--- config.mk ---
export PLATFORM = sky130hd
export DESIGN_NAME = cell_rx16
export DESIGN_NICKNAME = d
export VERILOG_FILES = /design/src/rtl/cell_rx16.sv
export SDC_FILE = /design/constraint.sdc
export NUM_CORES = 1
export LEC_CHECK = 0
export BUFFER_PORTS_ARGS = -buffer_cell sky130_fd_sc_hd__buf_2
export CELL_PAD_IN_SITES_DETAIL_PLACEMENT = 0
export CELL_PAD_IN_SITES_GLOBAL_PLACEMENT = 1
export CORE_ASPECT_RATIO = 1.2
export CORE_MARGIN = 2
export CORE_UTILIZATION = 40
export CTS_CLUSTER_DIAMETER = 150
export DETAILED_ROUTE_END_ITERATION = 8
export GPL_ROUTABILITY_DRIVEN = 0
export PLACE_DENSITY = 0.75
export RECOVER_POWER = 100
export SLEW_MARGIN = 20
export SYNTH_ARGS = -nofsm -noshare
export SYNTH_HDL_FRONTEND = slang
export SYNTH_SLANG_ARGS = --single-unit
--- constraint.sdc ---
create_clock -name clk -period 2.8 [get_ports clk]
set_input_delay 0.14 -clock clk [delete_from_list [all_inputs] [get_ports clk]]
set_output_delay 0.14 -clock clk [all_outputs]
set_load 0.01 [all_outputs]
--- src/rtl/cell_rx16.sv ---
module cell_rx16 #(
  parameter int CELL_WORDS = 27,
  parameter int HDR_WORDS  = 3,
  parameter int PIW        = $clog2(CELL_WORDS - HDR_WORDS)
) (
  input  logic           clk,
  input  logic           rst_n,
  input  logic           phy_avail,
  input  logic           buf_full,
  input  logic [15:0]    rx_data,
  input  logic           rx_soc,
  input  logic           rx_par,
  output logic           rd_en,
  output logic           hdr_valid,
  output logic [11:0]    hdr_vpi,
  output logic [15:0]    hdr_vci,
  output logic           hdr_clp,
  output logic           pay_we,
  output logic [15:0]    pay_data,
  output logic [PIW-1:0] pay_idx,
  output logic           cell_end,
  output logic           cell_bad,
  output logic           cell_abort
);
  localparam int CW = $clog2(CELL_WORDS);
  localparam logic [CW-1:0] LAST = CW'(CELL_WORDS - 1);
  localparam logic [CW-1:0] FIRST_PAY = CW'(HDR_WORDS);

  logic          take_q;
  logic [CW-1:0] cnt;
  logic          err;
  logic [15:0]   w0;

  wire perr   = ~^{rx_par, rx_data};
  wire in_cel = (cnt != '0);
  wire last   = (cnt == LAST);

  assign rd_en = rst_n & phy_avail & ~buf_full;

  always_ff @(posedge clk) begin
    if (!rst_n) begin
      take_q     <= 1'b0;
      cnt        <= '0;
      err        <= 1'b0;
      w0         <= '0;
      hdr_valid  <= 1'b0;
      hdr_vpi    <= '0;
      hdr_vci    <= '0;
      hdr_clp    <= 1'b0;
      pay_we     <= 1'b0;
      pay_data   <= '0;
      pay_idx    <= '0;
      cell_end   <= 1'b0;
      cell_bad   <= 1'b0;
      cell_abort <= 1'b0;
    end else begin
      take_q     <= rd_en;
      hdr_valid  <= 1'b0;
      pay_we     <= 1'b0;
      cell_end   <= 1'b0;
      cell_bad   <= 1'b0;
      cell_abort <= 1'b0;
      if (take_q) begin
        if (rx_soc) begin
          cell_abort <= in_cel;
          cnt        <= CW'(1);
          err        <= perr;
          w0         <= rx_data;
        end else if (in_cel) begin
          err <= err | perr;
          cnt <= last ? '0 : cnt + CW'(1);
          if (cnt == CW'(1)) begin
            hdr_valid <= 1'b1;
            hdr_vpi   <= w0[15:4];
            hdr_vci   <= {w0[3:0], rx_data[15:4]};
            hdr_clp   <= rx_data[0];
          end
          if (cnt >= FIRST_PAY) begin
            pay_we   <= 1'b1;
            pay_data <= rx_data;
            pay_idx  <= PIW'(cnt - FIRST_PAY);
          end
          if (last) begin
            cell_end <= 1'b1;
            cell_bad <= err | perr;
          end
        end
      end
    end
  end
endmodule

; ---- Word-level counts from Yosys, hierarchy flattened
; Cells that the tools add are included.
[word_totals]
wordCells = 46
out_inout_bits = 56
reg_bits = 78
[op_classes]
n_reduce_logical = 10
n_mux = 8
order_cmp = 1
n_addsub = 2
bitwise_logic = 9
eq_ne = 2
[ops]
columns = cell, count
row1 = XNOR reduction 17 bit, 1
row2 = two-way mux 5 bit, 3
row3 = AND reduction 4 bit, 2
row4 = NOT 1 bit, 6
row5 = adder 5 x 1 -> 5 bit (second input constant), 1
row6 = equality test 5 x 1 -> 1 bit (second input constant), 1
row7 = equality test 5 bit (second input constant), 1
row8 = greater-or-equal comparator 5 x 2 -> 1 bit (second input constant), 1
row9 = two-way mux 1 bit, 5
row10 = nonzero test 5 bit, 1
row11 = OR reduction 5 bit, 1
row12 = subtractor 5 x 2 -> 5 bit (second input constant), 1
row13 = AND reduction 2 bit, 2
row14 = OR reduction 4 bit, 1
row15 = AND reduction 3 bit, 1
row16 = bitwise AND 1 bit, 2
row17 = nonzero test 2 bit, 1
row18 = bitwise OR 1 bit, 1

; ---- Depth between registers and ports, before layout
; Gate-level depths: netlist (run 1).
[logic_depth]
ltp_word = 4
ltp_mapped = 11

; ---- Worst setup path after synthesis (run 1)
; OpenSTA, ideal clock, no wires.
[synth_timing]
path_kind = register -> register
startpoint = register cnt[0]
endpoint = register pay_data[15]
path_stages_with_launch = 11
setup_slack_ns = 0.770
t_required_ns = 2.684
arrival_ns = 1.914
cell_sequence = dfxtp_1 clkbuf_1 inv_1 ha_1 or4b_4 and2_4 buf_6 a21boi_4 buf_6 mux2i_1 nor2b_1
[synth_between]
elab_chain_cells = 2
[synth_lines]
columns = item, line
row1 = "start, declared", 30  ; logic [CW-1:0] cnt;
row2 = "start signal, assigned", 71  ; cnt <= last ? '0 : cnt + CW'(1);
row3 = greater-or-equal comparator 5 x 2 -> 1 bit / nonzero test 5 bit (equally long branches), "78, 35"
row4 = AND reduction 4 bit (no line) (*), -
row5 = "end signal, assigned", 80  ; pay_data <= rx_data;
row6 = "end, declared", 19  ; output logic [15:0] pay_data,
; Mark *: on every way between the ends. The rest lies on a longest branch, timed or not.
; A chain may end at the register's enable or synchronous reset.

; ---- Worst setup path in the final report (run 1)
[layout_timing]
startpoint = register cnt[0]
endpoint = register hdr_valid
[layout_between]
elab_chain_cells = 3
[layout_lines]
columns = item, line
row1 = nonzero test 5 bit, 35  ; wire in_cel = (cnt != '0);
row2 = NOT 1 bit (no line), -
row3 = OR reduction 4 bit (no line), -
row4 = "end signal, assigned", 46  ; hdr_valid <= 1'b0;
row5 = "end signal, assigned", 58  ; hdr_valid <= 1'b0;
row6 = "end signal, assigned", 73  ; hdr_valid <= 1'b1;
row7 = "end, declared", 14  ; output logic hdr_valid,
; Several ways; a longest one is shown, not always the timed one.

==> results_dict.tcl, run 1 <==
set metrics [dict create \
    fin_nets 443 \
    cp.required_ns 3.05 \
    violations "design-rule violations, max-capacitance violations, max-slew violations" \
    synth-main-ff-cell "dfxtp_1" \
    grtUsageTotal 0.1769 \
    worst-setup-path-type "flip-flop to flip-flop" \
    grt_pass1_vias 2341 \
    die_h_um 102.2 \
    ys_warn_count 0 \
    synth.top_cell.area_share 0.4856 \
    drive_above_1_share 0.09716 \
    initial_core_util 0.4149 \
    fin_util 0.4894 \
    yosys_register_bits 78 \
    vias 2505 \
    synth_most_common_cell "nand2_1" \
    power_leakage_uw 0.001327 \
    ant_nets 0 \
    slew_viol_final 52 \
    num_antenna_cells 0 \
    postSynthCellCount 347 \
    route.detailed.drc 2 \
    crit_arrival_ns 2.59 \
    ir_worst_vdd_uv 244.4 \
    synth_commonest_cells "96 x nand2_1, 78 x dfxtp_1, 35 x a21boi_0" \
    ff_latch_area_sq_um 1562 \
    dpl_worst_slack_ns 0.6581 \
    place_hpwl_um 5014 \
    clk_latency_ns 0.36 \
    cts-root-buf "clkbuf_8" \
    core_area_sq_um 7751 \
    fmax_mhz 427.2 \
    hold_path_class "input port to flip-flop" \
    syn_nets 373 \
    dr.first_iter.drc_count 120 \
    dieArea_sq_um 8776 \
    crit_slowest_cell "or4b_1" \
    synth_area_sq_um 3216 \
    cp_cell_sequence "inv_1 > ha_1 > or4b_1 > and2_4 > and3_1 > clkbuf_2 > and2_1" \
    numPortBuffers 77 \
    cts_tree "yes" \
    h-tree-depth 3 \
    grt_overflow 0 \
    grt_pass1_wl_um 11780 \
    grt_antenna_before_repair 0 \
    maxSlewHeadroom -0.2348 \
    num_io_pins 78 \
    crit_buf_inv 2 \
    crit_path_max_fanout 30 \
    powerDensity_nw_per_um2 609.1 \
    wl_per_cell_um 14.38 \
    setup_viol_count_final 0 \
    grt_max_degree 52 \
    startpoint_type "flip-flop" \
    yosys-top-cells-area "dfxtp_1 49%, nand2_1 11%, a21boi_0 8.2%" \
    max_stage_delay_ns 0.47 \
    hold_violations 0 \
    multiInputGateArea_sq_um 1498 \
    nFillCells 807 \
    rsz0062_at_grt "no" \
    setup_slack_ns 0.4591 \
    cts_buffers 9 \
    maxCapViolCount 1 \
    yosysTopAreaCell "dfxtp_1" \
    cts_resized 0 \
    area_delta_synth_final_pct 17.98 \
    setup_tns_ns 0 \
    worst_pin_slew_ns 1.852 \
    cts.sinks 78 \
    wl_um 7389 \
    outcome "finished with violations" \
    drt-vias-per-instance 4.874 \
    endpoint_kind "flip-flop" \
    fin_crit_ns 2.341 \
    die_w_um 85.85 \
    synth_cell_type_count 32 \
    yosysSeqAreaShare 0.4856 \
    core.rowCount 35 \
    clockBufferDepth 2 \
    fin_crit_sh 0.8360 \
    skew_ns 0.01187 \
    dr.pass1.iters 8 \
    synth_edf_count 0 \
    cts.clk_slew.worst_paths_ns 0.08 \
    cpLargestDelayFamily "simple AND/OR/NAND/NOR gates" \
    syn_avg_cell_area_sq_um 9.267 \
    async_reset_ff_frac 0 \
]
area by class of cell:
class,count,share of cell area
clock inverters,5,0.02803
well taps,92,0.03034
clock buffers,11,0.03727
multi-input cells,243,0.3948
repair buffers,82,0.09499
flip-flops and latches,78,0.4116
inverters,3,0.002968
metal layers:
layer  up-vias  share of wire  track usage
li1       1279              -            -
met1      1162           0.48       0.2309
met2        54           0.46       0.2776
met3        10          0.041      0.04847
met4         0          0.018      0.07326
met5         -              0            0
power by group:
| part | total (uW) | switching (uW) | internal [uW] |
|---|---|---|---|
| Clock | 1040 | 427 | 618 |
| Sequential | 1120 | 5.54 | 1120 |
| Combinational | 145 | 73.1 | 71.9 |
| Total | 2310 | 505 | 1810 |
metrics by stage:
| stage | total power (uW) | instances | cell area [sq um] | hold slack, ns |
|---|---|---|---|---|
| finish | 2311 | 514 | 3794 | 0.02162 |
| global placement | 1292 | 497 | 3625 | 0.3140 |
| global route | 2389 | 514 | 3794 | 0.04358 |
| detailed placement | 1293 | 497 | 3625 | 0.3173 |
| CTS | 2331 | 514 | 3882 | 0.01431 |
| floorplan | 1243 | 347 | 3216 | 0.2124 |
logic make-up (layout without fill, tap and decap cells):
kind of cell	count (synthesis)	after routing	share of synthesized area
xor gates and xnor gates	20	20	0.05875
adders and majority gates	4	4	0.01556
muxes	18	18	0.05603
DFF	78	78	0.4856
and+or+nand+nor	141	141	0.1988
buffers and inverters	26	101	0.04513
AOI/OAI and AO/OA	60	60	0.1401
sequential cells by signal, summed over array words and instances (netlist names):
register	flops
take_q	1
hdr_vpi	12
cell_end	1
hdr_clp	1
w0	16
pay_we	1
cell_abort	1
hdr_valid	1
cell_bad	1
err	1
cnt	5
pay_idx	5
hdr_vci	16
pay_data	16
cells in the final DEF, fill, tap and decap left out, types with 4 or more instances in the layout:
cell type,n
a21boi_0,44
a21oi_1,5
buf_2,20
clkbuf_1,59
clkbuf_8,10
dfxtp_1,78
ha_1,4
mux2i_1,18
nand2_1,96
nor2_1,8
nor2b_1,19
xnor2_1,14
xor2_1,5
final timing paths:
check                  from         end  slack [ns]  depth (start not counted)
hold / removal    phy_avail      take_q        0.02                          3
hold reg to reg       w0[6]  hdr_vpi[2]        0.46                          2
setup reg to reg     cnt[0]   hdr_valid        0.46                          7
setup / recovery     cnt[0]   hdr_valid        0.46                          7
repair_timing:
action	in CTS	in global routing
hold endpoints to repair	1	0
setup endpoints to repair	0	0
hold buffers	1	0
setup buffers	0	0
worst reg2reg max path: cells and delay by family, from the launching register on:
kind | cells | cell delay (ns)
adder cells (fa/ha/maj) | 1 | 0.14
AND/OR/NAND/NOR | 4 | 1.17
flip-flops | 1 | 0.40
buffers and inverters | 2 | 0.51
(Power assumes the default switching activity.)
==> run 2, diff against run 1 <==
Settings changed: ABC_AREA set to 1, CORE_UTILIZATION 40 to 35, PLACE_DENSITY 0.75 to 0.72.
Clock period 2.8 ns to 2.1 ns, I/O delays scaled along.
==> run 2 against run 1 <==
Total power is 22% higher. Clock power hardly changed. Critical path depth is 1 higher. Combinational power is 66% higher. Synthesized cell count is 22% higher. Clock skew is 0.0014 ns higher. Worst setup slack worse by 0.18 ns. Maximum frequency is 29% higher. Critical path type unchanged. Cell area is 2.7% higher. Highest routed layer unchanged. The run now ends clean. First-iteration DRC count is 45% lower.
==> results_dict.tcl, run 2 <==
set metrics [dict create \
    cts.clk_slew.worst_paths_ns 0.09 \
    wl_um 8381 \
    ir_worst_vdd_uv 436.3 \
    clk_latency_ns 0.36 \
    dr.first_iter.drc_count 66 \
    syn_avg_cell_area_sq_um 7.776 \
    vias 2917 \
    cp.required_ns 2.37 \
    powerDensity_nw_per_um2 722.4 \
    hold_path_class "input port to flip-flop" \
    die_w_um 92.60 \
    outcome "finished clean" \
    fin_crit_sh 0.8660 \
    ant_nets 0 \
    yosysTopAreaCell "dfxtp_1" \
    switching_share 0.2714 \
    fmax_mhz 549.9 \
    setup_tns_ns 0 \
    comb_power_share 0.085 \
    slew_viol_final 0 \
    die_h_um 110.3 \
    ff_latch_area_sq_um 1562 \
    dieArea_sq_um 10220 \
    initial_core_util 0.3630 \
    synth.top_cell.area_share 0.4736 \
    synth_commonest_cells "81 x nand2_1, 78 x dfxtp_1, 75 x nor2_1" \
    ys_warn_count 0 \
    grt_pass1_wl_um 13370 \
    crit_arrival_ns 2.09 \
    wl_per_cell_um 13.37 \
    finalNonFillerCells 627 \
    core.rowCount 38 \
    setup_viol_count_final 0 \
    synth_area_sq_um 3297 \
    h-tree-depth 3 \
    seqPwrFrac 0.536 \
    grtUsageTotal 0.1709 \
    synth_edf_count 0 \
    route.detailed.drc 0 \
    grtUsageMet1 0.2066 \
    p_int_uw 2050 \
    yosysSeqAreaShare 0.4736 \
    clockPowerShare 0.378 \
    area_delta_synth_final_pct 18.14 \
    final_common_cell "nand2_1" \
    core_area_sq_um 9081 \
    grt_antenna_before_repair 0 \
    num_io_pins 78 \
    async_reset_ff_frac 0 \
    dp.cells 609 \
    synth_cell_type_count 26 \
    p_switching_uw 763.6 \
    startpoint_type "flip-flop" \
    postSynthCellCount 424 \
    cts_buffers 9 \
    crit_path_max_fanout 23 \
    synth-main-ff-cell "dfxtp_1" \
    grt_pass1_vias 2800 \
    fin_nets 528 \
    power_leakage_uw 0.001734 \
    grt_util_met3 0.03603 \
    synth_most_common_cell "nand2_1" \
    cts.sinks 78 \
    mostFrequentLayoutCells "82 x nand2_1, 78 x dfxtp_1, 75 x nor2_1" \
    num_antenna_cells 0 \
    worst_pin_slew_ns 0.4666 \
    grt_overflow 0 \
    grtUsageMet2 0.2836 \
    reg_top3 "hdr_vci: 16 flops, pay_data: 16 flops, w0: 16 flops" \
    skew_ns 0.01324 \
    grt_max_degree 53 \
    fin_crit_ns 1.819 \
    place_hpwl_um 6030 \
    cts_tree "yes" \
    dr.pass1.iters 4 \
    hold_violations 0 \
    final_cell_area_sq_um 3895 \
    drive_above_1_share 0.1243 \
    drt-vias-per-instance 4.652 \
    cts_setup_buffers 0 \
    grt-busiest-layer "met2" \
    endpoint_kind "flip-flop" \
    cts-root-buf "clkbuf_8" \
    yosys-top-cells-area "dfxtp_1 47%, nand2_1 9.2%, nor2_1 8.5%" \
    worst-setup-path-type "flip-flop to flip-flop" \
    rsz0062_at_grt "no" \
    multiInputGateArea_sq_um 1474 \
    maxSlewHeadroom 0.6889 \
    numPortBuffers 77 \
    clockBufferDepth 2 \
    dpl_cell_area_sq_um 3782 \
    maxCapViolCount 0 \
    syn_nets 450 \
    nFillCells 998 \
    yosys_register_bits 78 \
]
[run 2: changes by cell type in the layout (fill, tap and decap cells not counted), sizes merged, moves of 19 or more]
| cell | previous run | this run |
|---|---|---|
| nor2 | 8 | 79 |
| o21ai | 3 | 52 |
| a21boi | 46 | 0 |
| inv | 3 | 37 |
| a21oi | 5 | 30 |
| nor2b | 19 | 0 |
[run 2: cells by family (layout without fill, tap and decap cells)]
kind of cell             Yosys count  after routing  synth area share
XOR/XNOR                           6              6           0.01594
buffers and inverters             55            138           0.07704
flip-flops                        78             78            0.4736
AND/OR/NAND/NOR                  180            180            0.2292
adder cells (fa/ha/maj)            4              4           0.01518
AO/OA/AOI/OAI                    101            101            0.1890
[run 2: final cells by class]
cell class,instances,share of cell area
Sequential cell,78,0.4009
Timing Repair Buffer,87,0.1018
Clock buffer,11,0.03630
Tap cell,120,0.03855
Inverter,35,0.03373
Multi-Input combinational cell,291,0.3784
Clock inverter,5,0.01028
[run 2: power by group through the flow]
stage	logic (uW)	clock network [uW]	registers, uW
2_1_floorplan	160	0	1540
3_3_place_gp	239	0	1540
3_5_place_dp	241	0	1540
4_1_cts	245	1100	1510
5_1_grt	273	1150	1510
6_report	240	1060	1510
[run 2: worst max-delay path: stages (launching register included)]
cell     delay [ns]
dfxtp_1        0.43
inv_1          0.12
ha_1           0.24
nand3_4        0.12
nand3_4        0.11
inv_1          0.09
buf_4          0.27
o21ai_0        0.15
a21oi_1        0.19
[run 2: repair_timing]
action                    CTS  global route
resized for setup           0             0
hold buffers                2             0
hold endpoints to repair    1             0
[run 2: worst paths after layout]
kind / startpoint / end / slack, ns / depth (start not counted)
worst max-delay path: cnt[0] / pay_idx[0] / 0.28 / 8
worst min-delay path: rst_n / hdr_clp / 0.08 / 3
worst max register to register: cnt[0] / pay_idx[0] / 0.28 / 8
worst min register to register: w0[15] / hdr_vpi[11] / 0.45 / 2
[run 2: per-stage QoR]
| step | hold slack [ns] | setup slack [ns] | power (uW) | util |
|---|---|---|---|---|
| final | 0.07984 | 0.2814 | 2814 | 0.4289 |
| after global routing | 0.09700 | 0.08462 | 2940 | 0.4289 |
| after CTS | 0.06617 | 0.2951 | 2856 | 0.4387 |
| after detailed placement | 0.2813 | 0.3381 | 1786 | 0.4165 |
| after global placement | 0.2815 | 0.3647 | 1784 | 0.4165 |
| after floorplan | 0.1774 | 0.6073 | 1702 | - |
[run 2: routing by layer]
metal,vias to the layer above,share of wire
li1,1535,-
met1,1303,0.45
met2,67,0.48
met3,12,0.047
met4,0,0.026
met5,-,0
==> run 3, diff against run 2 <==
Settings changed: CORE_ASPECT_RATIO 1.2 to unset.
==> run 3 against run 2 <==
Largest power group unchanged. Largest cell class unchanged. Critical path depth unchanged. Worst hold slack got worse by 0.0085 ns. Die area about the same. First-iteration DRC count increased by 6.1%. Critical path type unchanged. Sequential cell count unchanged.
==> results_dict.tcl, run 3 (synthesis results as in run 2) <==
set metrics [dict create \
    area_delta_synth_final_pct 17.95 \
    dr.first_iter.drc_count 70 \
    setup_slack_ns 0.2790 \
    wl_um 8213 \
    cts_tree "yes" \
    hold_path_class "input port to flip-flop" \
    die_w_um 101.1 \
    startpoint_type "flip-flop" \
    cts_setup_buffers 0 \
    dpl_worst_slack_ns 0.3947 \
    maxSlewHeadroom 0.6573 \
    ir_worst_vdd_uv 289.8 \
    mostFrequentLayoutCells "81 x nand2_1, 78 x dfxtp_1, 75 x nor2_1" \
    nFillCells 986 \
    grt_pass1_vias 2723 \
    worst-setup-path-type "flip-flop to flip-flop" \
    wl_per_cell_um 13.33 \
    numPortBuffers 77 \
    cts_buffers 9 \
    grt_pass1_wl_um 13430 \
    crit_arrival_ns 2.12 \
    hold_violations 0 \
    grt_max_degree 47 \
    dpl_cell_area_sq_um 3781 \
    initial_core_util 0.3585 \
    powerDensity_nw_per_um2 733.5 \
    fin_crit_ns 1.821 \
    final_cell_area_sq_um 3889 \
    final_common_cell "nand2_1" \
    h-tree-depth 3 \
    cts.clk_slew.worst_paths_ns 0.10 \
    setup_viol_count_final 0 \
    drt-vias-per-instance 4.703 \
    place_hpwl_um 5919 \
    fin_crit_sh 0.8671 \
    grt_antenna_before_repair 0 \
    outcome "finished clean" \
    core_area_sq_um 9196 \
    cts_resized 0 \
    num_io_pins 78 \
    reg_top3 "hdr_vci: 16 flops, pay_data: 16 flops, w0: 16 flops" \
    endpoint_kind "flip-flop" \
    setup_tns_ns 0 \
    cts-root-buf "clkbuf_8" \
    num_antenna_cells 0 \
    maxCapViolCount 0 \
    fmax_mhz 549.2 \
    clockBufferDepth 2 \
    worst_pin_slew_ns 0.5141 \
    die_h_um 101.1 \
    dieArea_sq_um 10210 \
    grt_overflow 0 \
    vias 2897 \
    clk_latency_ns 0.37 \
    route.detailed.drc 0 \
    cts.sinks 78 \
    power_leakage_uw 0.001727 \
    grtUsageTotal 0.1697 \
    dr.pass1.iters 4 \
    fin_nets 526 \
    hold_buffers 2 \
    slew_viol_final 0 \
    rsz0062_at_grt "no" \
    drive_above_1_share 0.1267 \
    skew_ns 0.01645 \
    core.rowCount 35 \
    cp.required_ns 2.40 \
    ant_nets 0 \
    crit_path_max_fanout 36 \
]
==> run 3: per-stage QoR <==
step	util	instances	hold slack, ns	power, uW
final	0.4229	616	0.07132	2852
after global routing	0.4229	616	0.1066	2979
after CTS	0.4337	616	0.07496	2890
after detailed placement	0.4112	598	0.2786	1786
after global placement	0.4112	598	0.2786	1783
after floorplan	-	424	0.1774	1702
==> run 3: worst paths after layout <==
path	cells after the start	start	endpoint	slack (ns)
worst max-delay path	8	cnt[0]	hdr_vci[1]	0.28
worst max register to register	8	cnt[0]	hdr_vci[1]	0.28
worst min register to register	2	w0[15]	w0[15]	0.46
worst min-delay path	3	rx_data[14]	w0[14]	0.07
==> run 3: report_power, final <==
part           internal (uW)  switching (uW)  leakage [uW]
clock                    458             650     0.0000907
sequential              1500            13.0      0.000630
combinational           76.4             159       0.00101
total                   2030             822       0.00173
==> run 3: layout make-up <==
class                      instances  area, sq um  share of cell area
clock buffer                       9        123.9             0.03185
clock inverter                     7        63.81             0.01641
inverter                          35        131.4             0.03378
multi-input combinational        291         1454              0.3739
sequential                        78         1562              0.4015
tap                              111        138.9             0.03571
timing repair buffer              85        415.4              0.1068
==> run 3: critical path, cell delays in order (launching register included) <==
cell and delay (ns):
dfxtp_1 0.44, inv_1 0.12, ha_1 0.21, nand3_1 0.22, nand2_2 0.12, nor2_4 0.19
buf_12 0.21, o21ai_0 0.10, a21oi_1 0.13
==> run 3: per-layer routing <==
| metal | wire [um] | track usage | vias to the layer above |
|---|---|---|---|
| li1 | - | - | 1527 |
| met1 | 4030 | 0.2260 | 1306 |
| met2 | 3689 | 0.2664 | 52 |
| met3 | 376 | 0.03814 | 12 |
| met4 | 116 | 0.06757 | 0 |
| met5 | 0 | 0 | - |
